**src/rtl/vec_amo_pkg.sv**
```systemverilog
package vec_amo_pkg;

  typedef enum logic [3:0] {
    FN_SWAP, FN_ADD, FN_XOR, FN_AND, FN_OR,
    FN_MIN, FN_MAX, FN_MINU, FN_MAXU
  } amo_fn_e;

  typedef enum logic [3:0] {
    ST_IDLE, ST_PICK, ST_IDX, ST_OPD, ST_RREQ,
    ST_RRSP, ST_WREQ, ST_WRSP, ST_NEXT, ST_DONE, ST_ERR
  } seq_st_e;

  typedef struct packed {
    amo_fn_e    fn;
    logic       keep_old;   // write old value back
    logic       masked;     // mask bits apply
    logic [1:0] iw_code;    // 0:8 1:16 2:32 3:64 index bits
    logic       sew64;      // 64-bit data elements
  } amo_cmd_t;

  localparam logic [6:0] AMO_MAJOR = 7'h2F;

endpackage

```
**src/rtl/vec_amo_decode.sv**
```systemverilog
module vec_amo_decode
  import vec_amo_pkg::*;
#(
  parameter int XLEN = 64
) (
  input  logic [31:0] insn,
  input  logic [1:0]  sew_code,
  output amo_cmd_t    cmd,
  output logic        legal
);

  logic fn_ok, w_ok, sew_ok, op_ok;
  logic unused_fields;

  assign unused_fields = ^{insn[24:15], insn[11:7]};

  always_comb begin
    fn_ok  = 1'b1;
    cmd.fn = FN_ADD;
    unique case (insn[31:27])
      5'b00001: cmd.fn = FN_SWAP;
      5'b00000: cmd.fn = FN_ADD;
      5'b00100: cmd.fn = FN_XOR;
      5'b01100: cmd.fn = FN_AND;
      5'b01000: cmd.fn = FN_OR;
      5'b10000: cmd.fn = FN_MIN;
      5'b10100: cmd.fn = FN_MAX;
      5'b11000: cmd.fn = FN_MINU;
      5'b11100: cmd.fn = FN_MAXU;
      default:  fn_ok  = 1'b0;
    endcase
  end

  always_comb begin
    w_ok        = 1'b1;
    cmd.iw_code = 2'd0;
    unique case (insn[14:12])
      3'b000:  cmd.iw_code = 2'd0;
      3'b101:  cmd.iw_code = 2'd1;
      3'b110:  cmd.iw_code = 2'd2;
      3'b111:  cmd.iw_code = 2'd3;
      default: w_ok = 1'b0;
    endcase
  end

  assign cmd.keep_old = insn[26];
  assign cmd.masked   = ~insn[25];
  assign cmd.sew64    = (sew_code == 2'd3);
  assign sew_ok       = (sew_code == 2'd2) || ((sew_code == 2'd3) && (XLEN >= 64));
  assign op_ok        = (insn[6:0] == AMO_MAJOR);
  assign legal        = op_ok && fn_ok && w_ok && sew_ok;

endmodule

```
**src/rtl/vec_amo_addr.sv**
```systemverilog
module vec_amo_addr #(
  parameter int XLEN = 64
) (
  input  logic [XLEN-1:0] base,
  input  logic [XLEN-1:0] raw_idx,
  input  logic [1:0]      iw_code,
  output logic [XLEN-1:0] addr
);

  logic [XLEN-1:0] keep;
  int              nbits;

  always_comb begin
    nbits = 8 << iw_code;
    for (int b = 0; b < XLEN; b++) keep[b] = (b < nbits);
  end

  assign addr = base + (raw_idx & keep);

endmodule

```
**src/rtl/vec_amo_alu.sv**
```systemverilog
module vec_amo_alu
  import vec_amo_pkg::*;
#(
  parameter int XLEN = 64
) (
  input  amo_fn_e         fn,
  input  logic            sew64,
  input  logic [XLEN-1:0] old_v,   // zero-extended at SEW
  input  logic [XLEN-1:0] opd_v,   // zero-extended at SEW
  output logic [XLEN-1:0] res
);

  logic [XLEN-1:0] old_sx, opd_sx, lanes, raw;
  logic            lt_s, lt_u;

  always_comb begin
    for (int b = 0; b < XLEN; b++) begin
      lanes[b]  = (b < 32) || sew64;
      old_sx[b] = ((b < 32) || sew64) ? old_v[b] : old_v[31];
      opd_sx[b] = ((b < 32) || sew64) ? opd_v[b] : opd_v[31];
    end
  end

  assign lt_s = $signed(old_sx) < $signed(opd_sx);
  assign lt_u = old_v < opd_v;

  always_comb begin
    unique case (fn)
      FN_SWAP: raw = opd_v;
      FN_ADD:  raw = old_v + opd_v;
      FN_XOR:  raw = old_v ^ opd_v;
      FN_AND:  raw = old_v & opd_v;
      FN_OR:   raw = old_v | opd_v;
      FN_MIN:  raw = lt_s ? old_v : opd_v;
      FN_MAX:  raw = lt_s ? opd_v : old_v;
      FN_MINU: raw = lt_u ? old_v : opd_v;
      FN_MAXU: raw = lt_u ? opd_v : old_v;
      default: raw = opd_v;
    endcase
  end

  assign res = raw & lanes;

endmodule

```
**src/rtl/vec_amo_seq.sv**
```systemverilog
module vec_amo_seq
  import vec_amo_pkg::*;
#(
  parameter int XLEN  = 64,
  parameter int NELEM = 16,
  localparam int IDXW = $clog2(NELEM + 1),
  localparam int EW   = (NELEM > 1) ? $clog2(NELEM) : 1
) (
  input  logic             clk,
  input  logic             rst_n,
  input  logic             start,
  input  logic [31:0]      insn,
  input  logic [XLEN-1:0]  base_addr,
  input  logic [IDXW-1:0]  vl,
  input  logic [IDXW-1:0]  vstart_in,
  input  logic [1:0]       sew_code,
  input  logic [NELEM-1:0] mask_in,
  output logic             busy,
  output logic             done,
  output logic             illegal,
  output logic [IDXW-1:0]  vstart_q,
  output logic             rf_rd_en,
  output logic             rf_rd_sel,
  output logic [EW-1:0]    rf_rd_elem,
  input  logic [XLEN-1:0]  rf_rd_data,
  output logic             wb_valid,
  output logic [EW-1:0]    wb_elem,
  output logic [XLEN-1:0]  wb_data,
  output logic             mem_req_valid,
  input  logic             mem_req_ready,
  output logic             mem_req_write,
  output logic             mem_req_size64,
  output logic [XLEN-1:0]  mem_req_addr,
  output logic [XLEN-1:0]  mem_req_wdata,
  output logic             mem_lock,
  input  logic             mem_rsp_valid,
  output logic             mem_rsp_ready,
  input  logic [XLEN-1:0]  mem_rsp_rdata
);

  seq_st_e          st_q;
  amo_cmd_t         cmd_q, cmd_d;
  logic             legal_d;
  logic [XLEN-1:0]  base_q, addr_q, opd_q, old_q;
  logic [IDXW-1:0]  vl_q, elem_q;
  logic [NELEM-1:0] mask_q;
  logic [EW-1:0]    elem_lo;
  logic [XLEN-1:0]  sew_keep, addr_calc, new_val;
  logic             elem_on, last_elem;

  vec_amo_decode #(.XLEN(XLEN)) u_dec (
    .insn     (insn),
    .sew_code (sew_code),
    .cmd      (cmd_d),
    .legal    (legal_d)
  );

  vec_amo_addr #(.XLEN(XLEN)) u_addr (
    .base    (base_q),
    .raw_idx (rf_rd_data),
    .iw_code (cmd_q.iw_code),
    .addr    (addr_calc)
  );

  vec_amo_alu #(.XLEN(XLEN)) u_alu (
    .fn    (cmd_q.fn),
    .sew64 (cmd_q.sew64),
    .old_v (old_q),
    .opd_v (opd_q),
    .res   (new_val)
  );

  always_comb begin
    for (int b = 0; b < XLEN; b++) sew_keep[b] = (b < 32) || cmd_q.sew64;
  end

  assign elem_lo   = elem_q[EW-1:0];
  assign elem_on   = !cmd_q.masked || mask_q[elem_lo];
  assign last_elem = ({1'b0, elem_q} + 1'b1) >= {1'b0, vl_q};

  always_ff @(posedge clk or negedge rst_n) begin
    if (!rst_n) begin
      st_q     <= ST_IDLE;
      cmd_q    <= '0;
      base_q   <= '0;
      addr_q   <= '0;
      opd_q    <= '0;
      old_q    <= '0;
      vl_q     <= '0;
      elem_q   <= '0;
      mask_q   <= '0;
      vstart_q <= '0;
    end else begin
      unique case (st_q)
        ST_IDLE: if (start) begin
          if (!legal_d) begin
            st_q <= ST_ERR;
          end else begin
            cmd_q    <= cmd_d;
            base_q   <= base_addr;
            vl_q     <= vl;
            mask_q   <= mask_in;
            elem_q   <= vstart_in;
            vstart_q <= vstart_in;
            st_q     <= (vstart_in >= vl) ? ST_DONE : ST_PICK;
          end
        end
        ST_PICK: begin
          if (elem_on) st_q <= ST_IDX;
          else if (last_elem) st_q <= ST_DONE;
          else elem_q <= elem_q + 1'b1;
        end
        ST_IDX: begin
          addr_q <= addr_calc;
          st_q   <= ST_OPD;
        end
        ST_OPD: begin
          opd_q <= rf_rd_data & sew_keep;
          st_q  <= ST_RREQ;
        end
        ST_RREQ: if (mem_req_ready) st_q <= ST_RRSP;
        ST_RRSP: if (mem_rsp_valid) begin
          old_q <= mem_rsp_rdata & sew_keep;
          st_q  <= ST_WREQ;
        end
        ST_WREQ: if (mem_req_ready) st_q <= ST_WRSP;
        ST_WRSP: if (mem_rsp_valid) st_q <= ST_NEXT;
        ST_NEXT: begin
          if (last_elem) st_q <= ST_DONE;
          else begin
            elem_q <= elem_q + 1'b1;
            st_q   <= ST_PICK;
          end
        end
        ST_DONE: begin
          vstart_q <= '0;
          st_q     <= ST_IDLE;
        end
        ST_ERR:  st_q <= ST_IDLE;
        default: st_q <= ST_IDLE;
      endcase
    end
  end

  assign busy    = (st_q != ST_IDLE);
  assign done    = (st_q == ST_DONE);
  assign illegal = (st_q == ST_ERR);

  assign rf_rd_en   = ((st_q == ST_PICK) && elem_on) || (st_q == ST_IDX);
  assign rf_rd_sel  = (st_q == ST_IDX);
  assign rf_rd_elem = elem_lo;

  assign wb_valid = (st_q == ST_NEXT) && cmd_q.keep_old;
  assign wb_elem  = elem_lo;
  assign wb_data  = old_q;

  assign mem_req_valid  = (st_q == ST_RREQ) || (st_q == ST_WREQ);
  assign mem_req_write  = (st_q == ST_WREQ);
  assign mem_req_size64 = cmd_q.sew64;
  assign mem_req_addr   = addr_q;
  assign mem_req_wdata  = (st_q == ST_WREQ) ? new_val : '0;
  assign mem_lock       = (st_q == ST_RREQ) || (st_q == ST_RRSP) ||
                          (st_q == ST_WREQ) || (st_q == ST_WRSP);
  assign mem_rsp_ready  = (st_q == ST_RRSP) || (st_q == ST_WRSP);

endmodule

```
**config.mk**
```make
export PLATFORM = sky130hd
export DESIGN_NAME = vec_amo_seq
export DESIGN_NICKNAME = d
export VERILOG_FILES = /design/src/rtl/vec_amo_pkg.sv /design/src/rtl/vec_amo_decode.sv /design/src/rtl/vec_amo_addr.sv /design/src/rtl/vec_amo_alu.sv /design/src/rtl/vec_amo_seq.sv
export SDC_FILE = /design/constraint.sdc
export NUM_CORES = 1
export LEC_CHECK = 0
export BUFFER_PORTS_ARGS = -buffer_cell sky130_fd_sc_hd__buf_2
export CAP_MARGIN = 10
export CORE_ASPECT_RATIO = 0.8
export CORE_MARGIN = 2
export CORE_UTILIZATION = 47
export CTS_CLUSTER_DIAMETER = 200
export CTS_CLUSTER_SIZE = 12
export DETAILED_ROUTE_END_ITERATION = 7
export PLACE_DENSITY = 0.69
export SLEW_MARGIN = 20
export SYNTH_ARGS = -nofsm -noshare
export SYNTH_HDL_FRONTEND = slang
export SYNTH_HIERARCHICAL = 1
export SYNTH_SLANG_ARGS = --single-unit
```
**constraint.sdc**
```tcl
create_clock -name clk -period 5.73 [get_ports clk]
set_input_delay 0.573 -clock clk [delete_from_list [all_inputs] [get_ports clk]]
set_output_delay 0.573 -clock clk [all_outputs]
set_load 0.01 [all_outputs]
```
# Yosys cells after proc, flatten, opt, wreduce, memory -nomap -nowiden

Cells that the tools add are included.

Add/subtract/negate cells: 4
Order comparisons: 69
Equality and inequality tests: 40
Shifts and indexed selects: 1
Mux-type cells: 93
Bitwise gates (word level): 8
Reductions and logical operators: 27

Operators with widths:

| cell                                                        | count |
|---|---|
| less-than comparator 7 x 32 -> 1 bit (first input constant) | 32 |
| less-than comparator 6 x 32 -> 1 bit (first input constant) | 16 |
| one-hot mux 64 bit (8 select lines)                         | 1 |
| AND 64 bit                                                  | 5 |
| two-way mux 64 bit                                          | 5 |
| less-than comparator 5 x 32 -> 1 bit (first input constant) | 8 |
| adder 64 bit                                                | 2 |
| less-than comparator 4 x 32 -> 1 bit (first input constant) | 4 |
| less-than comparator 64 bit                                 | 2 |
| two-way mux 1 bit                                           | 67 |
| less-than comparator 3 x 32 -> 1 bit (first input constant) | 2 |
| OR 64 bit                                                   | 1 |
| bitwise XOR 64 bit                                          | 1 |
| two-way mux 4 bit                                           | 10 |
| one-hot mux 4 bit (9 select lines)                          | 1 |
| == test 4 x 3 -> 1 bit (second input constant)              | 8 |
| less-than comparator 1 x 32 -> 1 bit (first input constant) | 1 |
| less-than comparator 2 x 32 -> 1 bit (first input constant) | 1 |
| one-hot mux 4 bit (8 select lines)                          | 1 |
| left shift 4 x 2 -> 32 bit (first input constant)           | 1 |
| == test 5 bit (second input constant)                       | 4 |
| two-way mux 5 bit                                           | 4 |
| == test 4 x 2 -> 1 bit (second input constant)              | 4 |
| == test 4 bit (second input constant)                       | 4 |
| other kinds (34)                                            | 57 |

Flip-flop bits (word level): 300
Input port bits: 257
Output and inout bits: 216
Word-level logic and storage cells: 256

# Logic depth before layout (Yosys ltp)

Gate-level depths: netlist (run 1).

Depth after elaboration: 9
Depth in mapped cells: 19
Mapped depth without buffers: 16

# Hierarchy

Netlist (run 1), hierarchy kept.

By module, submodules not included:

| module         | times used | cells an instance | area an instance (µm²) | seq. area each (µm²) |
|---|---|---|---|---|
| vec_amo_seq    | 1          | 988               | 12463.2                | 7507.2 |
| vec_amo_alu    | 1          | 1535              | 10147.2                | 0.0 |
| vec_amo_addr   | 1          | 673               | 4449.3                 | 0.0 |
| vec_amo_decode | 1          | 24                | 161.4                  | 0.0 |

# Worst setup path after synthesis (run 1)

No wires, ideal clock.

Path type: reg2out
Start point: register cmd_q (netlist bit mem_req_size64)
End point: output port mem_req_wdata[29]
Data arrival time: 4.165 ns
Data required time: 5.157 ns
Setup slack: 0.992 ns
Stages on the path, launching flop included: 20
Path buffers: 3
Cell sequence: dfrtp_1 > clkinv_1 > nand2_1 > clkbuf_1 > o21ai_0 > ha_1 > a211oi_1 > o21ai_0 > o2111a_1 > nor4_1 > nand4b_1 > a2111o_1 > nand2_2 > mux2i_4 > or3b_1 > buf_2 > buf_6 > a221oi_2 > nand2_1 > and2_1

Cells in the longest elaborated chain, start to end: 6
Elaborated cells between the ends (all ways): 70
Classes of those cells: order compare (1); mux (68); bitwise (1)

RTL lines:

| what                                    | RTL line                             | source |
|---|---|---|
| start: declaration                      | vec_amo_seq.sv:42                    | `amo_cmd_t cmd_q, cmd_d;` |
| start signal: assignment                | vec_amo_seq.sv:99                    | `cmd_q <= cmd_d;` |
| two-way mux 1 bit (on tied branches)    | vec_amo_alu.sv:19, vec_amo_alu.sv:20 |  |
| less-than comparator 64 bit (*)         | vec_amo_alu.sv:24                    | `assign lt_s = $signed(old_sx) < $signed(opd_sx);` |
| two-way mux 64 bit (on tied branches)   | vec_amo_alu.sv:35, vec_amo_alu.sv:34 |  |
| one-hot mux 64 bit (8 select lines) (*) | vec_amo_alu.sv:28                    | `unique case (fn)` |
| AND 64 bit (*)                          | vec_amo_alu.sv:42                    | `assign res = raw & lanes;` |
| via new_val[29]                         | vec_amo_seq.sv:48                    | `logic [XLEN-1:0] sew_keep, addr_calc, new_val;` |
| two-way mux 64 bit (*)                  | vec_amo_seq.sv:161                   | `assign mem_req_wdata = (st_q == ST_WREQ) ? new_val : '0;` |
| end: declaration                        | vec_amo_seq.sv:34                    | `output logic [XLEN-1:0] mem_req_wdata,` |

Mark *: on every way through the listed nets, which the timed path passes. The rest lies on a longest branch.

# Worst setup path after layout (run 1)

Start point: register opd_q[17]
End point: output port mem_req_wdata[59]

Cells in the longest elaborated chain, start to end: 5
Elaborated cells between the ends (all ways): 10
Classes of those cells: add/sub (1); order compare (2); mux (6); bitwise (1)

RTL lines:

| what                                           | RTL line                             | source |
|---|---|---|
| start: declaration                             | vec_amo_seq.sv:44                    | `logic [XLEN-1:0] base_q, addr_q, opd_q, old_q;` |
| start signal: assignment                       | vec_amo_seq.sv:118                   | `opd_q <= rf_rd_data & sew_keep;` |
| less-than comparator 64 bit (on tied branches) | vec_amo_alu.sv:25, vec_amo_alu.sv:24 |  |
| two-way mux 64 bit (on tied branches)          | n/a                                  |  |
| one-hot mux 64 bit (8 select lines) (*)        | vec_amo_alu.sv:28                    |  |
| AND 64 bit (*)                                 | vec_amo_alu.sv:42                    |  |
| via new_val[59]                                | vec_amo_seq.sv:48                    |  |
| two-way mux 64 bit (*)                         | vec_amo_seq.sv:161                   |  |

Marked as above.

==> summary.md, run 1 <==
| Metric | Value |
|---|---|
| # setup viols final | `0` |
| Fillers | `5398` |
| Crit path DAT | `5.14 ns` |
| Yosys reg bits | `300` |
| Synth top area share | `27.6%` |
| Initial antenna violation count | `22` |
| CTS clk-pin slew, worst paths | `0.06 ns` |
| Top area cells in the synthesized netlist | `dfrtp_1, ha_1, mux2_2` |
| Power per Cell Area | `360 nW/um^2` |
| Pin count of the biggest net entering global routing | `131` |
| Synth Flop Type | `dfrtp_1` |
| Dpl hpwl | `73.0 mm` |
| Post-synth ARST share | `100%` |
| Final hold vios | `0` |
| Startpoint Class | `flip-flop` |
| Layout Nets | `4155` |
| R2R Setup Slk | `1.35 ns` |
| Max-Cap Viols | `0` |
| Pre-Repair DR Iteration Count | `7` |
| Commonest non-fill, non-tap cell in the layout | `buf_2` |
| Final Worst Setup Slack | `0.0175 ns` |
| Peak VDD IR | `0.238 mV` |
| Seq/Total Area, Yosys | `27.6%` |
| Htree depth | `1` |
| Final Max Slew Viols | `0` |
| CTS sink count | `300` |
| Critical path capture point type | `output port` |
| Hold crit path type | `in2reg` |
| Die area | `59900 sq um` |
| Synthesized instance count | `3220` |
| Cell taking the most area after synthesis | `dfrtp_1` |
| Fin Hold WS | `0.178 ns` |
| Worst Skew | `0.0387 ns` |
| Synth warn | `6` |
| Fmax | `175 MHz` |
| Post-Syn Nets | `3777` |
| Ports | `473` |
| IO Port Bufs | `457` |
| Vias in the first global route | `23854` |
| CTS Buffer Depth | `3` |
| Worst endpoint required time | `5.16 ns` |
| Final WL | `97.8 mm` |
| Non-filler instance count after layout | `4373` |
| FP Rows | `78` |
| Setup Crit Path Kind | `reg2out` |
| Grt total ovfl | `0` |
| Total CTS buffers | `28` |
| Clk root buf | `clkbuf_16` |
| 1st-iter DRT viols | `2962` |
| RSZ-0062 raised after global routing | `yes` |
| Place WS | `0.375 ns` |
| Total track usage | `30.8%` |
| Die width | `273 um` |
| Fin crit share | `99.7%` |
| Slew Limit Headroom | `22.3%` |
| Gpl congestion | `0.987` |
| Fraction of layout cells with a size suffix above 1 | `25.6%` |
| Drc violations | `0` |
| Status | `complete, no violations` |
| CTS tree | `yes` |
| Count of flip-flops with a built-in enable after synthesis | `0` |
| DP Cell Count | `4290` |
| Syn_area_per_cell | `8.45 sq um` |
| Worst-Margin Slew | `1.17 ns` |
| Routed len/inst | `22.4 um` |
| Post-Syn Area | `27200 sq um` |
| Area Overhead vs Synth | `16.9%` |
| Clk_lat worst skew | `0.62 ns` |
| Core footprint | `57000 sq um` |
| Vias post-DR | `26425` |
| Vias per cell | `6.04` |
| First-pass GRT wire length | `143 mm` |
| Final ANT Viol Nets | `0` |
| Synth cell types | `105` |
| Commonest non-fill, non-tap cells in the layout | `buf_2, nand2_1, dfrtp_1, ha_1, a21oi_1` |
| Starting Density | `47.8%` |
| Leakage | `15.7 nW` |
| Crit-path max FO | `9` |
| DIE HEIGHT | `219 um` |
| Min Tclk post-route | `5.71 ns` |
## kinds of logic after synthesis
kind of cell             after synthesis  share of synthesized area (%)
AO/OA/AOI/OAI                        939                           22.8
XOR/XNOR                             102                           3.28
adder cells (fa/ha/maj)              300                           13.8
buffers and inverters                426                           6.30
flip-flops                           300                           27.6
multiplexers                         237                           9.93
AND/OR/NAND/NOR                      916                           16.3
## power breakdown
| part | internal [mW] | total, mW | switching [mW] | leakage (nW) |
|---|---|---|---|---|
| clock | 0.864 | 1.71 | 0.842 | 0.358 |
| combinational | 2.63 | 6.51 | 3.88 | 11.4 |
| sequential | 2.52 | 3.25 | 0.727 | 3.98 |
| total | 6.01 | 11.5 | 5.45 | 15.7 |
## through the flow
step           setup TNS, ns  utilization, %  area [sq um]  power (mW)
6_report                   0            55.8         31800        11.5
3_3_place_gp               0            53.0         30200        9.15
4_1_cts                    0            54.4         31000        11.0
2_1_floorplan              0               -         27200        7.14
5_1_grt                -1.32            55.8         31800        12.2
3_5_place_dp               0            53.0         30200        9.22
## timing repair
item	in CTS	in global routing
setup endpoints to repair	53	49
setup buffers	1	23
gates cloned	0	13
hold buffers	1	0
resized for setup	13	78
hold endpoints to repair	3	0
pin swaps	3	15
## metal layers
metal  part of all wire (%)  wire (um)  vias up  global-route usage (%)
met5                  0.043         42        -                       0
met4                    2.4       2350        8                    7.74
met3                     12      11300      137                    7.99
met2                     41      39700     1383                    43.4
met1                     45      44400    12603                    46.1
li1                       -          -    12294                       -
## synth_stat cells (53+ instances only)
library cell and instances:
a21o_1 65, a21oi_1 249, and2_1 90, clkbuf_1 146, dfrtp_1 300, ha_1 298, inv_1 209, mux2_2 220
nand2_1 363, nand3_1 53, nand4_1 54, nor2_1 152, o21ai_0 247, xnor2_1 71
## area by class of cell
cell class                      instances  area, sq um  area share (%)
Multi-Input combinational cell       2494        18300            57.5
Timing Repair Buffer                  564         3480            10.9
Tap cell                              760          951            2.99
Antenna cell                           15         37.5           0.118
Clock buffer                           29          704            2.21
Clock inverter                          1         30.0          0.0944
Sequential cell                       300         7510            23.6
Inverter                              210          796            2.50
## critical path, cell delays in order (launching register included)
cell and delay (ns):
dfrtp_1 0.50, inv_1 0.11, ha_1 0.49, nand2_1 0.16, nor4_2 0.41, inv_1 0.07, o211ai_1 0.42, o21ai_0 0.32
a211oi_1 0.52, o21a_1 0.31, o221ai_1 0.31, xnor2_1 0.27, a221oi_2 0.08, a211oi_1 0.29, and2_1 0.18, buf_2 0.12
## state kept, by name, indices dropped and copies added, names as in the netlist
name,cells
opd_q,64
mask_q,16
st_q,4
elem_q,5
vstart_q,5
base_q,64
vl_q,5
cmd_q,8
mem_req_addr,64
wb_data,64
mem_req_size64,1
## path summary, 6_finish.rpt
check / start / end / cells past startpoint
min: vl[2] / vl_q[2] / 3
max: opd_q[17] / mem_req_wdata[59] / 15
max reg2reg: cmd_q[2] / mem_req_addr[56] / 13
min reg2reg: vstart_q[2] / vstart_q[2] / 2
min in group asynchronous: rst_n / wb_data[19] / 2
max in group asynchronous: rst_n / wb_data[18] / 3
No activity file was read; power rests on OpenSTA's default activity.
==> run 2: changes to the inputs <==
Settings changed: CORE_MARGIN 2 to 10.
==> run 2 against run 1 <==
  * Largest cell class unchanged
  * Cell count fell by 0.89%
  * Sequential share of layout area rose by 0.47 points
  * Clock skew rose by 0.0034 ns
  * Critical path depth rose by 1
  * Clock power barely moved
  * Wire length rose by 1.4%
  * Final area fell by 2.0%
  * Flip-flop and latch count did not move
  * Maximum frequency rose by 1.8%
  * Die area rose by 14%
  * Global-route usage fell by 3.1 points
  * Via count fell by 1.2%
==> summary.md, run 2 (synthesized netlist as in run 1, its figures left out) <==
| Metric | Value |
|---|---|
| Clk pwr share | `15.4%` |
| Ports | `473` |
| Area Overhead vs Synth | `14.6%` |
| Clk root buf | `clkbuf_16` |
| CTS clk-pin slew, worst paths | `0.06 ns` |
| Dpl hpwl | `76.8 mm` |
| Fin Hold WS | `0.177 ns` |
| IO Port Bufs | `457` |
| Final Max Slew Viols | `0` |
| Leakage | `15.4 nW` |
| Final ANT Viol Nets | `0` |
| Crit path max-delay family | `simple AND/OR/NAND/NOR gates` |
| Crit path DAT | `5.04 ns` |
| Worst endpoint required time | `5.16 ns` |
| Power per Cell Area | `358 nW/um^2` |
| Die width | `289 um` |
| Worst path max stage delay | `0.49 ns` |
| Commonest non-fill, non-tap cell in the layout | `buf_2` |
| Gpl congestion | `1.02` |
| Critical path capture point type | `output port` |
| Startpoint Class | `flip-flop` |
| P_int | `5.81 mW` |
| Routed len/inst | `22.9 um` |
| FP Rows | `78` |
| Peak VDD IR | `0.256 mV` |
| Crit-path most repeated cell | `nand2_1` |
| Cell Area, Placed | `30200 sq um` |
| CTS sink count | `300` |
| Worst reg2reg path startpoint | `cmd_q[2]` |
| Final Instance Area | `31200 sq um` |
| Slowest stage cell, crit path | `or4_1` |
| Reg2reg path depth | `13` |
| Htree depth | `1` |
| First-pass GRT wire length | `150 mm` |
| CP Cell Sequence | `inv_1 -> ha_2 -> or2_1 -> or4_1 -> nor4b_4 -> a311oi_1 -> nand3_1 -> o211ai_1 -> nand2_1 -> mux2_2 -> or3b_1 -> buf_4 -> a221oi_2 -> nand2_1 -> and2_1 -> buf_2` |
| Vias per cell | `6.02` |
| CTS tree | `yes` |
| Starting Density | `47.8%` |
| Grt total ovfl | `0` |
| Total CTS buffers | `28` |
| Crit-path max FO | `14` |
| Final Worst Setup Slack | `0.118 ns` |
| Pre-Repair DR Iteration Count | `8` |
| Min-Delay Endpoint | `vl_q[1]` |
| CP bufs+invs | `3` |
| Min-delay src | `vl[1]` |
| Worst Skew | `0.0421 ns` |
| Switching share of power | `47.9%` |
| Layout Nets | `4123` |
| Fraction of layout cells with a size suffix above 1 | `24.2%` |
| Fin crit share | `97.9%` |
| # setup viols final | `0` |
| Vias post-DR | `26107` |
| Drc violations | `0` |
| Core footprint | `57000 sq um` |
| Status | `complete, no violations` |
| Hold crit path type | `in2reg` |
| Total track usage | `27.7%` |
| Hold path cells | `3` |
| Pin count of the biggest net entering global routing | `131` |
| Place WS | `0.398 ns` |
| Setup Crit Path Kind | `reg2out` |
| CTS Buffer Depth | `3` |
| Fmax | `178 MHz` |
| Die area | `68000 sq um` |
| Commonest non-fill, non-tap cells in the layout | `buf_2, nand2_1, ha_1, dfrtp_1` |
| R2R Setup Slk | `1.57 ns` |
| Reg2reg end | `mem_req_addr[63]` |
| Sequential fraction of design power | `29.1%` |
| Clk_lat worst skew | `0.62 ns` |
| Initial antenna violation count | `14` |
| Worst-Margin Slew | `1.15 ns` |
| Switch Pwr | `5.35 mW` |
| DIE HEIGHT | `235 um` |
| Vias in the first global route | `24897` |
| Max-Cap Viols | `0` |
| Gate power share | `55.4%` |
| Slew Limit Headroom | `23.2%` |
| Min Tclk post-route | `5.61 ns` |
| Final WL | `99.1 mm` |
| 1st-iter DRT viols | `2862` |
| Final hold vios | `0` |
==> run 2: worst max-delay path by stage <==
stage / from / to / slack, ns / cells past startpoint
finish: opd_q[59] / mem_req_wdata[29] / 0.12 / 16
global route: opd_q[59] / mem_req_wdata[0] / -0.0003 / 16
CTS: wb_data[59] / mem_req_wdata[43] / 0.02 / 16
detailed placement: mem_req_size64 / mem_req_wdata[37] / 0.40 / 18
global placement: mem_req_size64 / mem_req_wdata[37] / 0.43 / 16
floorplan: mem_req_size64 / mem_req_wdata[29] / 0.99 / 19
==> run 2: stage by stage <==
step / cells / setup TNS (ns) / total power, mW / util [%]
2_1_floorplan: 3220 / 0 / 7.14 / -
3_3_place_gp: 4288 / 0 / 9.15 / 53.0
3_5_place_dp: 4288 / 0 / 9.21 / 53.0
4_1_cts: 4326 / 0 / 11.0 / 54.5
5_1_grt: 4333 / -0.000291 / 12.0 / 54.7
6_report: 4334 / 0 / 11.2 / 54.7
==> run 2: repair_timing <==
item | in CTS | in global routing
gates cloned | 1 | 0
resized for setup | 8 | 21
hold endpoints to repair | 55 | 0
pin swaps | 1 | 4
buffers inserted | 6 | 0
endpoints found under the setup margin | 62 | 53
hold buffers | 1 | 0
==> run 2: layer usage <==
layer,track usage (%),part of all wire (%),vias to the layer above
met2,39.7,42,1233
met3,7.28,10,131
li1,-,-,12213
met4,6.57,2.2,6
met1,40.4,46,12524
met5,0,0.034,-
==> run 2: area by class of cell <==
type	instances	area (sq um)
timing repair buffer	532	3020
tap	760	951
sequential	300	7510
inverter	210	791
clock buffer	29	704
multi-input combinational	2494	18200
fill	5370	25800
antenna	8	20.0
clock inverter	1	30.0
==> run 2: power groups by stage <==
| stage | Clock [mW] | Sequential, mW | Combinational, mW |
|---|---|---|---|
| after global placement | 0 | 3.24 | 5.91 |
| final | 1.72 | 3.25 | 6.19 |
| after global routing | 1.84 | 3.31 | 6.82 |
| after detailed placement | 0 | 3.25 | 5.96 |
| after CTS | 1.78 | 3.22 | 6.02 |
| after floorplan | 0 | 3.03 | 4.12 |
==> run 2: worst register-to-register path: stages, from the launching register on <==
cell and delay (ns):
dfrtp_1 0.55, buf_4 0.28, and3_1 0.18, ha_1 0.48, nand4_1 0.30, nor4_2 0.50, a211oi_1 0.14, a21oi_1 0.23
a32oi_1 0.08, nand2_1 0.24, a41oi_2 0.26, o31ai_2 0.42, xnor2_1 0.12, mux2_2 0.27
